[src/rtl/excl_monitor.sv]
module excl_monitor #(
  parameter int ID_W     = 2,
  parameter int ADDR_W   = 32,
  parameter int GRAN_LSB = 3
) (
  input  logic              clk,
  input  logic              rst_n,
  input  logic              rd_valid,
  input  logic              rd_excl,
  input  logic [ID_W-1:0]   rd_id,
  input  logic [ADDR_W-1:0] rd_addr,
  input  logic              wr_valid,
  input  logic              wr_excl,
  input  logic [ID_W-1:0]   wr_id,
  input  logic [ADDR_W-1:0] wr_addr,
  output logic              mem_we,
  output logic              wr_resp_valid,
  output logic [1:0]        wr_resp
);
  localparam int N    = 1 << ID_W;
  localparam int GW   = ADDR_W - GRAN_LSB;
  localparam logic [1:0] OKAY   = 2'b00;
  localparam logic [1:0] EXOKAY = 2'b01;

  logic [N-1:0]  res_vld;
  logic [GW-1:0] res_gran [N];

  logic [GW-1:0] wr_gran, rd_gran;
  logic          excl_hit;

  assign wr_gran  = wr_addr[ADDR_W-1:GRAN_LSB];
  assign rd_gran  = rd_addr[ADDR_W-1:GRAN_LSB];
  assign excl_hit = res_vld[wr_id] && (res_gran[wr_id] == wr_gran);
  assign mem_we   = wr_valid && (!wr_excl || excl_hit);

  for (genvar i = 0; i < N; i++) begin : g_entry
    logic snoop_clr, take;
    assign snoop_clr = mem_we && (res_gran[i] == wr_gran);
    assign take      = rd_valid && rd_excl && (rd_id == ID_W'(i));

    always_ff @(posedge clk or negedge rst_n) begin
      if (!rst_n) begin
        res_vld[i]  <= 1'b0;
        res_gran[i] <= '0;
      end else if (take) begin
        res_vld[i]  <= 1'b1;
        res_gran[i] <= rd_gran;
      end else if (snoop_clr) begin
        res_vld[i]  <= 1'b0;
      end
    end
  end

  always_ff @(posedge clk or negedge rst_n) begin
    if (!rst_n) begin
      wr_resp_valid <= 1'b0;
      wr_resp       <= OKAY;
    end else begin
      wr_resp_valid <= wr_valid;
      wr_resp       <= (wr_valid && wr_excl && excl_hit) ? EXOKAY : OKAY;
    end
  end
endmodule


[config.mk]
export PLATFORM = sky130hd
export DESIGN_NAME = excl_monitor
export DESIGN_NICKNAME = d
export VERILOG_FILES = /design/src/rtl/excl_monitor.sv
export SDC_FILE = /design/constraint.sdc
export NUM_CORES = 1
export LEC_CHECK = 0
export BUFFER_PORTS_ARGS = -buffer_cell sky130_fd_sc_hd__buf_2
export CORE_UTILIZATION = 38
export CTS_CLUSTER_DIAMETER = 30
export CTS_CLUSTER_SIZE = 20
export DETAILED_ROUTE_END_ITERATION = 8
export PLACE_DENSITY_LB_ADDON = 0.15
export SLEW_MARGIN = 5
export SYNTH_ARGS = -nofsm -noshare
export SYNTH_HDL_FRONTEND = slang
export SYNTH_SLANG_ARGS = --single-unit
[constraint.sdc]
create_clock -name clk -period 3.85 [get_ports clk]
set_input_delay 0.5775 -clock clk [delete_from_list [all_inputs] [get_ports clk]]
set_output_delay 0.5775 -clock clk [all_outputs]
set_load 0.05 [all_outputs]
==> run metrics <==
CTS resizes 0; Via density 5.55; port buffer count 70; Slew Viols, Final 0; share of cells above drive strength 1 between 30% and 40%; total of max-cap violations 0; Data required, critical path about 3300 ps; Async SR Flop Fraction 100%; # IOs 78; Antenna Cells 0; period utilisation layout a little over nine tenths; fill count about 1700; drt pass-1 iters 4; Slew @ Worst Pin approximately 1200 ps; status complete, no violations; clock skew 10.5 ps; critical path capture point type primary output; Synth Area per Inst approximately 12 um2; dpl hpwl 15.5 mm; root buffer cell clkbuf_16; Fmax 276 MHz; DR vias slightly above 5000; Register-to-Register Path Depth 8; Cell variety after synth 40; Cell Pwr Density about 550 nW/um2; Synth Warn # 0; gr usage total roughly 23%; initial antenna violation count 0; worst slack at placement 229 ps; Syn Inst Count 604; remaining antenna violation count 0; setup TNS 0 ps; wire per inst 23.0 um; #FFs+latches synth 122; Finished Core Util 45.0%; routability cong. ~0.94; most common cell after layout, fill and taps aside dfrtp_1; Clock Latency Late Sink about 420 ps; number of setup buffers added after CTS 0; Pleak between 3 and 4 nW; Tmin final about 3600 ps; Sequential Area ~3000 um2; most frequent cells in the layout dfrtp_1, xor2_1, mux2_2; worst path cell trace buf_2 -> buf_12 -> mux4_2 -> xnor2_1 -> nand4_1 -> or4_4 -> o21ai_1 -> and2_1 -> buf_2; DIE HEIGHT around 140 um; hold buffers post-CTS 0; cts bufs inserted 17; final instance area between 8000 and 9000 um2; clock sink count approximately 120; worst setup margin 232 ps; Net count, final about 730; worst-path fanout max 12; Iteration-0 DRC Markers 329; post-synthesis sequential area ratio a little over two fifths; Remaining DRCs 0; Initial Util between 30% and 40%; final hold violations 0; most frequent CP cell buf_2; clock slew at reported path FFs 60 ps; first-pass GRT wire length around 32 mm; crit start category input pin; CTS Buffer Depth 2; Hold WS roughly 240 ps; die width around 140 um; core area around 19000 um2; Worst Path Arrival slightly above 3000 ps; Hold WC Path Type input pin to async pin; Final setup viols 0; total wire length ~21 mm; relative slew slack about 17%; Slowest Stage Delay on Critical Path roughly 580 ps; number of global-route vias before repair between 5000 and 6000; Multi-input gate area slightly below 4000 um2; Main synth FF type dfrtp_1; CTS tree done; die area roughly 20000 um2; P&R area growth vs syn 16.3%; largest net degree at the start of global routing between 60 and 70; number of enable flip-flop cells after synthesis 0; FP Rows 50; RSZ-0062 raised after global routing false; grt total ovfl 0; crit path kind input pin to primary output; Peak supply drop between 0.0002 and 0.0003 V; synthesized area 7230 um2; crit path max-delay cell type or4_4; placed inst area 7820 um2; H-Tree Depth 4; syn_nets between 600 and 700
==> synth_stat cells, types with 2 or more instances <==
cell / instances / share of area [%]
nor4_1: 27 / 2.3
o31ai_1: 4 / 0.42
mux2_2: 117 / 18
nand2_1: 20 / 1.0
nor3_1: 10 / 0.69
o22ai_1: 3 / 0.26
inv_1: 4 / 0.21
nand2b_1: 4 / 0.35
buf_4: 4 / 0.42
a2bb2oi_1: 2 / 0.24
a21oi_1: 4 / 0.28
a22oi_1: 3 / 0.31
nand3_1: 3 / 0.21
o2111ai_1: 3 / 0.36
or3_1: 2 / 0.17
buf_2: 3 / 0.21
xnor2_2: 3 / 0.67
nand4b_1: 2 / 0.24
mux2i_1: 20 / 2.8
nand4_1: 19 / 1.6
dfrtp_1: 122 / 42
xnor2_1: 15 / 1.8
o211ai_1: 2 / 0.21
buf_1: 3 / 0.16
o32ai_1: 2 / 0.24
nor2b_1: 2 / 0.17
xor2_1: 117 / 14
buf_6: 2 / 0.31
mux4_2: 19 / 5.9
nor2_1: 14 / 0.73
o21ai_1: 4 / 0.28
o21ai_0: 2 / 0.14
clkbuf_1: 36 / 1.9
==> worst max-delay path: cells and delay by family <==
family,cells,cell delay [ps]
simple gates,3,890
buf+inv,3,560
mux,1,520
xor+xnor,1,260
compound gates,1,210
==> registers in the layout (all words and copies together) (netlist names) <==
signal / flops
res_gran: 116
res_vld: 4
wr_resp: 1
wr_resp_valid: 1
==> through the flow <==
step           total power, mW  instances
6_report                  4.60        905
5_1_grt                   4.82        905
4_1_cts                   4.63        905
3_5_place_dp              3.00        873
3_3_place_gp              2.97        873
2_1_floorplan             2.58        604
==> final timing paths <==
check,startpoint,endpoint,slack [ps]
setup / recovery,wr_id[0],mem_we,230
hold / removal,rst_n,res_gran[23]$_DFFE_PN0P_,240
setup reg to reg,res_gran[18]$_DFFE_PN0P_,res_vld[1]$_DFFE_PN0P_,1300
hold reg to reg,res_gran[27]$_DFFE_PN0P_,res_gran[27]$_DFFE_PN0P_,530
max in group asynchronous,rst_n,res_gran[72]$_DFFE_PN0P_,2780
min in group clk,wr_valid,wr_resp_valid$_DFF_PN0_,380
==> metal layers <==
layer / share of wire, % / GRT usage, % / vias to the layer above
met5: 0 / 0 / -
met4: 2.4 / 8.04 / 0
met3: 4.3 / 4.31 / 21
met2: 48 / 36.4 / 107
met1: 46 / 30.3 / 2623
li1: - / - / 2275
==> layout make-up <==
type / count / share of cell area, %
multi-input combinational: 430 / 47.0
sequential: 122 / 36.3
tap: 234 / 3.48
inverter: 4 / 0.178
timing repair buffer: 83 / 5.95
clock buffer: 19 / 5.38
clock inverter: 13 / 1.71
==> cell families after synthesis <==
kind of cell,Yosys count,share of synthesized area [%]
mux,156,26.9
xor+xnor,135,16.7
flops,122,42.2
simple gates,107,8.06
buf+inv,52,3.17
compound gates,31,2.96
other cells,1,0.0518
==> report_power, final <==
part	switching (mW)	internal, mW
clock	0.617	0.990
sequential	0.269	1.56
combinational	0.583	0.579
total	1.47	3.13
Power figures use the tool's default switching activity.
